**src/rtl/snapcnt_pkg.sv**
```systemverilog
package snapcnt_pkg;
  localparam int unsigned REG_STRIDE = 4;

  localparam logic [7:0] OFS_CTRL = 8'h00;
  localparam logic [7:0] OFS_LIVE = 8'h04;
  localparam logic [7:0] OFS_LOAD = 8'h0C;
  localparam logic [7:0] OFS_SNAP = 8'h14;

  localparam int unsigned CMD_GO_BIT   = 0;
  localparam int unsigned CMD_LOAD_BIT = 1;
  localparam int unsigned DIV_LSB      = 8;

  typedef enum logic [1:0] {
    CMD_NONE  = 2'd0,
    CMD_LATCH = 2'd1,
    CMD_LOAD  = 2'd2
  } cmd_e;
endpackage

```
**src/rtl/snapcnt_prescale.sv**
```systemverilog
module snapcnt_prescale #(
  parameter int unsigned DIV_W = 8
) (
  input  logic             clk_i,
  input  logic             rst_ni,
  input  logic [DIV_W-1:0] div_i,
  input  logic             restart_i,
  output logic             tick_o
);
  logic [DIV_W-1:0] pre_q;
  logic             wrap_w;

  // >= keeps the phase sane when the divider shrinks mid-period
  assign wrap_w = (pre_q >= div_i);
  assign tick_o = wrap_w && !restart_i;

  always_ff @(posedge clk_i or negedge rst_ni) begin
    if (!rst_ni)        pre_q <= '0;
    else if (restart_i) pre_q <= '0;
    else if (wrap_w)    pre_q <= '0;
    else                pre_q <= pre_q + 1'b1;
  end

  // with a nonzero divider, two ticks never come back to back
  a_r3_tick_gap: assert property (@(posedge clk_i) disable iff (!rst_ni)
    (tick_o && div_i != '0) |=> (!tick_o || div_i == '0));
endmodule

```
**src/rtl/snapcnt_core.sv**
```systemverilog
module snapcnt_core #(
  parameter int unsigned CNT_W = 64
) (
  input  logic             clk_i,
  input  logic             rst_ni,
  input  logic             tick_i,
  input  logic             load_i,
  input  logic [CNT_W-1:0] load_val_i,
  output logic [CNT_W-1:0] cnt_o
);
  logic [CNT_W-1:0] cnt_q;

  always_ff @(posedge clk_i or negedge rst_ni) begin
    if (!rst_ni)     cnt_q <= '0;
    else if (load_i) cnt_q <= load_val_i;
    else if (tick_i) cnt_q <= cnt_q + 1'b1;
  end

  assign cnt_o = cnt_q;

  a_r6_load_wins: assert property (@(posedge clk_i) disable iff (!rst_ni)
    load_i |=> (cnt_q == $past(load_val_i)));

  // plain increment, wrapping at full width
  a_r2_step: assert property (@(posedge clk_i) disable iff (!rst_ni)
    (tick_i && !load_i) |=> (cnt_q == $past(cnt_q) + CNT_W'(1)));

  a_r2_hold: assert property (@(posedge clk_i) disable iff (!rst_ni)
    (!tick_i && !load_i) |=> $stable(cnt_q));
endmodule

```
**src/rtl/snapcnt_regs.sv**
```systemverilog
module snapcnt_regs
  import snapcnt_pkg::*;
#(
  parameter int unsigned CNT_W  = 64,
  parameter int unsigned DATA_W = 32,
  parameter int unsigned ADDR_W = 8,
  parameter int unsigned DIV_W  = 8
) (
  input  logic              clk_i,
  input  logic              rst_ni,
  input  logic [ADDR_W-1:0] addr_i,
  input  logic              wr_en_i,
  input  logic [DATA_W-1:0] wdata_i,
  output logic [DATA_W-1:0] rdata_o,
  input  logic [CNT_W-1:0]  cnt_i,
  output logic              load_o,
  output logic [CNT_W-1:0]  load_val_o,
  output logic [DIV_W-1:0]  div_o
);
  localparam int unsigned NW = CNT_W / DATA_W;

  logic [NW-1:0][DATA_W-1:0] load_q;
  logic [NW-1:0][DATA_W-1:0] snap_q;
  logic [DIV_W-1:0]          div_q;
  logic                      ctrl_hit;
  cmd_e                      cmd;

  assign ctrl_hit = wr_en_i && (addr_i == ADDR_W'(OFS_CTRL));

  always_comb begin
    cmd = CMD_NONE;
    if (ctrl_hit && wdata_i[CMD_GO_BIT])
      cmd = wdata_i[CMD_LOAD_BIT] ? CMD_LOAD : CMD_LATCH;
  end

  always_ff @(posedge clk_i or negedge rst_ni) begin
    if (!rst_ni)       div_q <= '0;
    else if (ctrl_hit) div_q <= wdata_i[DIV_LSB +: DIV_W];
  end

  for (genvar i = 0; i < NW; i++) begin : g_word
    localparam logic [ADDR_W-1:0] LOAD_ADDR = ADDR_W'(OFS_LOAD + REG_STRIDE * i);
    logic load_hit;
    assign load_hit = wr_en_i && (addr_i == LOAD_ADDR);

    always_ff @(posedge clk_i or negedge rst_ni) begin
      if (!rst_ni)       load_q[i] <= '0;
      else if (load_hit) load_q[i] <= wdata_i;
    end

    always_ff @(posedge clk_i or negedge rst_ni) begin
      if (!rst_ni)                snap_q[i] <= '0;
      else if (cmd == CMD_LATCH)  snap_q[i] <= cnt_i[i*DATA_W +: DATA_W];
    end

    assign load_val_o[i*DATA_W +: DATA_W] = load_q[i];
  end

  always_comb begin
    rdata_o = '0;
    if (addr_i == ADDR_W'(OFS_CTRL)) rdata_o[DIV_LSB +: DIV_W] = div_q;
    for (int i = 0; i < NW; i++) begin
      if (addr_i == ADDR_W'(OFS_LIVE + REG_STRIDE * i)) rdata_o = cnt_i[i*DATA_W +: DATA_W];
      if (addr_i == ADDR_W'(OFS_LOAD + REG_STRIDE * i)) rdata_o = load_q[i];
      if (addr_i == ADDR_W'(OFS_SNAP + REG_STRIDE * i)) rdata_o = snap_q[i];
    end
  end

  assign load_o = (cmd == CMD_LOAD);
  assign div_o  = div_q;

  a_r4_snap_take: assert property (@(posedge clk_i) disable iff (!rst_ni)
    (cmd == CMD_LATCH) |=> (snap_q == $past(cnt_i)));

  a_r5_snap_hold: assert property (@(posedge clk_i) disable iff (!rst_ni)
    (cmd != CMD_LATCH) |=> $stable(snap_q));

  a_r8_cmd_reads_zero: assert property (@(posedge clk_i) disable iff (!rst_ni)
    (addr_i == ADDR_W'(OFS_CTRL)) |-> (rdata_o[CMD_LOAD_BIT:CMD_GO_BIT] == '0));
endmodule

```
**src/rtl/snap_counter64.sv**
```systemverilog
module snap_counter64
  import snapcnt_pkg::*;
#(
  parameter int unsigned CNT_W  = 64,
  parameter int unsigned DATA_W = 32,
  parameter int unsigned ADDR_W = 8,
  parameter int unsigned DIV_W  = 8
) (
  input  logic              clk_i,
  input  logic              rst_ni,
  input  logic [ADDR_W-1:0] addr_i,
  input  logic              wr_en_i,
  input  logic [DATA_W-1:0] wdata_i,
  output logic [DATA_W-1:0] rdata_o
);
  logic [CNT_W-1:0] cnt_w;
  logic [CNT_W-1:0] load_val_w;
  logic [DIV_W-1:0] div_w;
  logic             load_w;
  logic             tick_w;

  snapcnt_regs #(
    .CNT_W (CNT_W),
    .DATA_W(DATA_W),
    .ADDR_W(ADDR_W),
    .DIV_W (DIV_W)
  ) u_regs (
    .clk_i     (clk_i),
    .rst_ni    (rst_ni),
    .addr_i    (addr_i),
    .wr_en_i   (wr_en_i),
    .wdata_i   (wdata_i),
    .rdata_o   (rdata_o),
    .cnt_i     (cnt_w),
    .load_o    (load_w),
    .load_val_o(load_val_w),
    .div_o     (div_w)
  );

  snapcnt_prescale #(.DIV_W(DIV_W)) u_pre (
    .clk_i    (clk_i),
    .rst_ni   (rst_ni),
    .div_i    (div_w),
    .restart_i(load_w),
    .tick_o   (tick_w)
  );

  snapcnt_core #(.CNT_W(CNT_W)) u_core (
    .clk_i     (clk_i),
    .rst_ni    (rst_ni),
    .tick_i    (tick_w),
    .load_i    (load_w),
    .load_val_i(load_val_w),
    .cnt_o     (cnt_w)
  );
endmodule

```
**config.mk**
```make
export PLATFORM = sky130hd
export DESIGN_NAME = snap_counter64
export DESIGN_NICKNAME = d
export VERILOG_FILES = /design/src/rtl/snapcnt_pkg.sv /design/src/rtl/snapcnt_prescale.sv /design/src/rtl/snapcnt_core.sv /design/src/rtl/snapcnt_regs.sv /design/src/rtl/snap_counter64.sv
export SDC_FILE = /design/constraint.sdc
export NUM_CORES = 1
export LEC_CHECK = 0
export CAP_MARGIN = 20
export CELL_PAD_IN_SITES_DETAIL_PLACEMENT = 0
export CELL_PAD_IN_SITES_GLOBAL_PLACEMENT = 2
export CORE_UTILIZATION = 30
export DETAILED_ROUTE_END_ITERATION = 16
export GPL_ROUTABILITY_DRIVEN = 0
export GPL_TIMING_DRIVEN = 1
export PLACE_DENSITY_LB_ADDON = 0.1
export SYNTH_ARGS = -nofsm -noshare
export SYNTH_HDL_FRONTEND = slang
export SYNTH_SLANG_ARGS = --single-unit
```
**constraint.sdc**
```tcl
create_clock -name clk_i -period 2.95 [get_ports clk_i]
set_clock_uncertainty 0.05 [all_clocks]
set_input_delay 0.59 -clock clk_i [delete_from_list [all_inputs] [get_ports clk_i]]
set_output_delay 0.59 -clock clk_i [all_outputs]
set_load 0.02 [all_outputs]
```
* Word level (Yosys, flattened, before mapping)
Index checks and enable logic that the tools add are counted.
** Word-level totals
- Register bits :: 208
- Input port bits :: 43
- Output and inout port bits :: 32
- Word-level logic and storage cells :: 39
** Operators by class
- Add/sub/neg operators :: 2
- Order comparisons :: 1
- Eq/ne operators :: 8
- Muxes and demuxes :: 13
- Reduce and logical (&&, ||, !) cells :: 8
** Operators with widths (count)
- 32-bit two-way mux :: 6
- 64-bit two-way mux :: 2
- 64-bit by 1-bit adder with 64-bit output, second input constant :: 1
- 8-bit by 5-bit equality test with 1-bit output, second input constant :: 3
- 8-bit two-way mux :: 3
- 8-bit by 4-bit equality test with 1-bit output, second input constant :: 2
- 8-bit by 1-bit adder with 8-bit output, second input constant :: 1
- 8-bit by 3-bit equality test with 1-bit output, second input constant :: 1
- 8-bit >= comparator :: 1
- 8-bit logical NOT :: 1
- 1-bit logical AND :: 5
- 2-bit two-way mux :: 2
- 2-bit by 1-bit equality test with 1-bit output, second input constant :: 1
- 2-bit equality test, second input constant :: 1
- 2-bit nonzero test :: 1
- 1-bit logical NOT :: 1

* Depth between registers and ports, before layout
- Word-level depth :: 9
- Mapped depth :: 9
- Mapped depth without buffers :: 8

* By module
Synthesis repeated with hierarchy kept, for this count alone.
** Unflattened totals
- Cell total of the unflattened synthesis :: 1034
- Area, all modules :: 11508.5 um2
** Modules (own cells, without submodules)
- snapcnt_regs :: times used 1, cells an instance 555, area an instance 7153.1 um2, seq. area each 3403.3 um2
- snapcnt_core :: times used 1, cells an instance 422, area an instance 3748.6 um2, seq. area each 1601.5 um2
- snapcnt_prescale :: times used 1, cells an instance 57, area an instance 606.8 um2, seq. area each 200.2 um2

* Least setup slack after synthesis
Ideal clock, no wire load.
- Path kind :: in2out
- Start point :: input addr_i[5]
- End point :: output rdata_o[17]
- Arrival time :: 2284 ps
- Data required time :: 2310 ps
- Slack :: 26 ps
- Cell stages on the path :: 6
- Path buffers :: 1
- Cells stage by stage :: nor4_2 -> nand2_1 -> nor2_2 -> clkbuf_1 -> a222oi_1 -> a31oi_1
** On the way
- Longest elaborated chain between the ends :: 7
- Elaborated cells on any way between the ends :: 12
- Classes of those cells :: eq/ne: 6; mux: 6
** Ends and longest elaborated chain
- start, declared :: RTL line snap_counter64.sv:11 : input logic [ADDR_W-1:0] addr_i,
- 8-bit by 3-bit equality test with 1-bit output :: RTL line snapcnt_regs.sv:63 : if (addr_i == ADDR_W'(OFS_LIVE + REG_STRIDE * i)) rdata_o = cnt_i[i*DATA_W +: DATA_W];
- 32-bit two-way mux :: RTL line snapcnt_regs.sv:63
- 32-bit two-way mux :: RTL line snapcnt_regs.sv:64 : if (addr_i == ADDR_W'(OFS_LOAD + REG_STRIDE * i)) rdata_o = load_q[i];
- 32-bit two-way mux :: RTL line snapcnt_regs.sv:65 : if (addr_i == ADDR_W'(OFS_SNAP + REG_STRIDE * i)) rdata_o = snap_q[i];
- 32-bit two-way mux :: RTL line snapcnt_regs.sv:63
- 32-bit two-way mux :: RTL line snapcnt_regs.sv:64
- 32-bit two-way mux (*) :: RTL line snapcnt_regs.sv:65
- end, declared :: RTL line snap_counter64.sv:14 : output logic [DATA_W-1:0] rdata_o
Mark *: on every way between the ends. The rest lies on a longest branch, timed or not.

* Worst setup path after layout
- Start point :: input addr_i[1]
- End point :: output rdata_o[1]
Same word-level chain as after synthesis.

==> run summary <==
* **initial core utilization** 30.5%
* **minimum period implied by the final worst setup slack** 2.97 ns
* **outcome** finished, violations left
* **floorplan die width** 193 um
* **final routed wire length divided by cell count** 23.2 um
* **flip-flop and latch count after synthesis** 208
* **post-CTS clock slew at the launch and capture registers of the worst setup and hold paths** 0.05 ns
* **CP Launch Type** input port
* **Area Overhead vs Synth** 33.7%
* **Worst Setup End Kind** output pin
* **crit-path leading delay family** buffers and inverters
* **grt met2 use** 33.1%
* **worst IR drop on VDD** 0.495 mV
* **DP HPWL** 26.5 mm
* **die footprint** 0.0371 mm2
* **residual antenna-violating net count after detailed routing** 0
* **met1 Track Usage GR** 32.4%
* **Max Clk Rate** 0.337 GHz
* **sequence of cells on the critical path** buf_6 -> or3_4 -> buf_4 -> nor2_4 -> buf_4 -> buf_12 -> buf_12 -> a222oi_1 -> a31oi_1 -> buf_4
* **layout net count** 1,263
* **least setup slack across all paths after layout** -0.0183 ns
* **clock tree buffer depth** 3
* **number of CTS-inserted buffers** 27
* **number of antenna violations at the first check in global routing** 0
* **classification of the worst-slack hold path** register to register
* **max-cap violations** 0
* **WS Path Type** input port to output pin
* **required time of the worst setup path** 2.31 ns
* **diode count** 0
* **largest incremental delay on the critical path** 0.44 ns
* **Max FO, Critical Path** 6
* **dpl ws** -0.849 ns
* **WL final** 39.2 mm
* **number of DRC markers after the initial detailed-route iteration** 619
* **setup-violating endpoint count in the final report** 1
* **final total power** 0.0125 W
* **number of unique standard cell types used by synthesis** 59
* **All-Layer GR Usage** 21.7%
* **failing checks** DRC, setup timing
* **slew margin rel.** 60.0%
* **most frequent cell on the critical path** buf_4
* **global routing's busiest layer** met2
* **Period Utilization, post-route** 101%
* **Synth top cells by count** dfrtp_1, mux2_2, nand2_1
* **row count** 69
* **count of flip-flops with a built-in enable after synthesis** 0
* **pins over their slew limit** 0
* **standard cell core area** 0.0357 mm2
* **clock tree from TritonCTS** done
* **maximum number of pins on one net before global-route repair** 62
* **gate count after technology mapping** 1,028
* **via total after detailed routing** 8,960
* **post-synthesis net count** 1,081
* **cell area after synthesis** 0.0109 mm2
* **fraction of registers with async set/reset** 100%
* **leading cell types by total area after synthesis** dfrtp_1, mux2_2, xnor2_1
* **prevailing post-synth register cell** dfrtp_1
* **Slew @ Worst Pin** 0.600 ns
* **Mean Syn Cell Area** 10.6 um2
* **fraction of final layout cells sized beyond drive strength 1** 34.7%
* **Root Buffer** clkbuf_16
* **TritonCTS Sinks** 208
* **fillcell total** 3,504
* **cell type of the slowest stage on the worst timing path** or3_4
* **number of DRC violations after detailed routing** 6
* **quantity of I/O buffers inserted on ports** 74
* **Die Ht** 193 um
* **number of H-tree levels** 1
* **worst path arrival time** 2.33 ns
* **LEAKAGE** 6.49 nW
* **synth warn** 0
* **share of the yosys chip area belonging to registers** 47.8%
* **post-route cell area** 0.0146 mm2
* **I/O pin count** 75
* **via count of the first global-routing pass** 9,020
* **number of endpoints with negative hold slack in the final report** 0
* **DRT Pass-1 Iters** 12
* **vias per cell** 5.30
* **power density over the cells** 862 mW/mm2
* **library cell occupying the most area in the post-synthesis netlist** dfrtp_1
* **standard cell area after detailed placement** 0.0130 mm2
* **global route overflow** 0
* **count of buffering cells on the critical path with inverters included** 6
* **wire length of the first global-routing pass** 59.5 mm
* **insertion delay to the later sink of the worst-skew pair** 0.55 ns
* **most frequent cell after synthesis** dfrtp_1
* **setup repair after global routing missed its margin** yes
* **share of Yosys cell area claimed by the top area cell type** 47.8%
* **GR Util met3** 2.93%
power by group:
| group | total (W) | leakage (nW) | internal [W] | switching, W |
|---|---|---|---|---|
| combinational | 0.00526 | 3.49 | 0.00206 | 0.00320 |
| clock | 0.00351 | 0.468 | 0.00220 | 0.00131 |
| sequential | 0.00377 | 2.53 | 0.00323 | 0.000542 |
| total | 0.0125 | 6.49 | 0.00749 | 0.00505 |
routing by layer:
layer	routed length (um)	up-vias
met2	17500	224
met1	19300	4543
met5	0	-
li1	-	4158
met3	1920	35
met4	495	0
cells in the final DEF (no fill, tap or decap), drive strengths merged, types with 13 or more instances in the layout:
cell and instances:
xnor2 56, a22oi 38, nor4 29, nor2 64
o21ai 73, and3 14, clkbuf 38, mux2 127
a222oi 20, nor3 32, nand4 30, a21oi 26
a31oi 20, dfrtp 208, clkdlybuf4s50 33, buf 185
nand3 34, inv 13, nand2 104
cell families (layout without fill, tap and decap cells):
logic type                 after synthesis  after routing  share of synthesized area, %
DFF                                    208            208                          47.8
AOI/OAI and AO/OA                      200            200                          12.1
buffers and inverters                   85            286                          3.58
muxes                                  128            128                          13.2
xor gates and xnor gates                68             68                          5.47
adders and majority gates               10             10                          1.15
and+or+nand+nor                        329            329                          16.7
registers in the layout (all words and copies together) (netlist names):
signal / flops
u_regs.load_val_o: 64
u_regs.div_o: 8
u_pre.pre_q: 8
u_core.cnt_o: 64
u_regs.snap_q: 64
worst register-to-register path, delay by kind of cell, from the launching register on:
kind                      cells  cell delay, ns
and+or+nand+nor               4            1.47
AOI/OAI and AO/OA             1            0.08
DFF                           1            0.56
xor gates and xnor gates      1            0.11
buffers and inverters         1            0.17
path summary, 6_finish.rpt:
kind | from | endpoint | slack [ns] | cells after the start
hold / removal | u_regs.snap_q[51]$_DFFE_PN0N_ | u_regs.snap_q[51]$_DFFE_PN0N_ | 0.45 | 2
min in group asynchronous | rst_ni | u_regs.snap_q[36]$_DFFE_PN0N_ | 0.51 | 2
setup / recovery | addr_i[1] | rdata_o[1] | -0.02 | 10
hold reg to reg | u_regs.snap_q[51]$_DFFE_PN0N_ | u_regs.snap_q[51]$_DFFE_PN0N_ | 0.45 | 2
max in group asynchronous | rst_ni | u_regs.load_val_o[46]$_DFFE_PN0P_ | 1.53 | 3
setup reg to reg | u_core.cnt_o[30]$_DFFE_PN0P_ | u_core.cnt_o[60]$_DFFE_PN0P_ | 0.36 | 7
through the flow:
| stage | utilization, % | setup TNS, ns | cells | hold WS (ns) |
|---|---|---|---|---|
| after floorplan | - | 0 | 1028 | 0.244 |
| after global placement | 36.5 | -27.80 | 1606 | 0.429 |
| after detailed placement | 36.5 | -29.42 | 1606 | 0.434 |
| after CTS | 40.2 | -0.0659 | 1676 | 0.447 |
| after global routing | 40.8 | -0.307 | 1690 | 0.459 |
| final | 40.8 | -0.0183 | 1690 | 0.448 |
what timing repair did:
action / 4_1_cts / 5_1_grt
hold endpoints to repair: 44 / 0
hold buffers: 1 / 0
gates cloned: 5 / 2
endpoints found under the setup margin: 32 / 29
pin swaps: 29 / 26
resized for setup: 211 / 47
buffers inserted: 16 / 15
cell type report:
class	count	area (um2)	area share, %
Multi-Input combinational cell	735	5530	38.0
Sequential cell	208	5200	35.8
Timing Repair Buffer	225	2260	15.5
Clock buffer	35	746	5.12
Tap cell	461	577	3.96
Clock inverter	13	190	1.31
Inverter	13	48.8	0.335
Power figures use the tool's default switching activity.
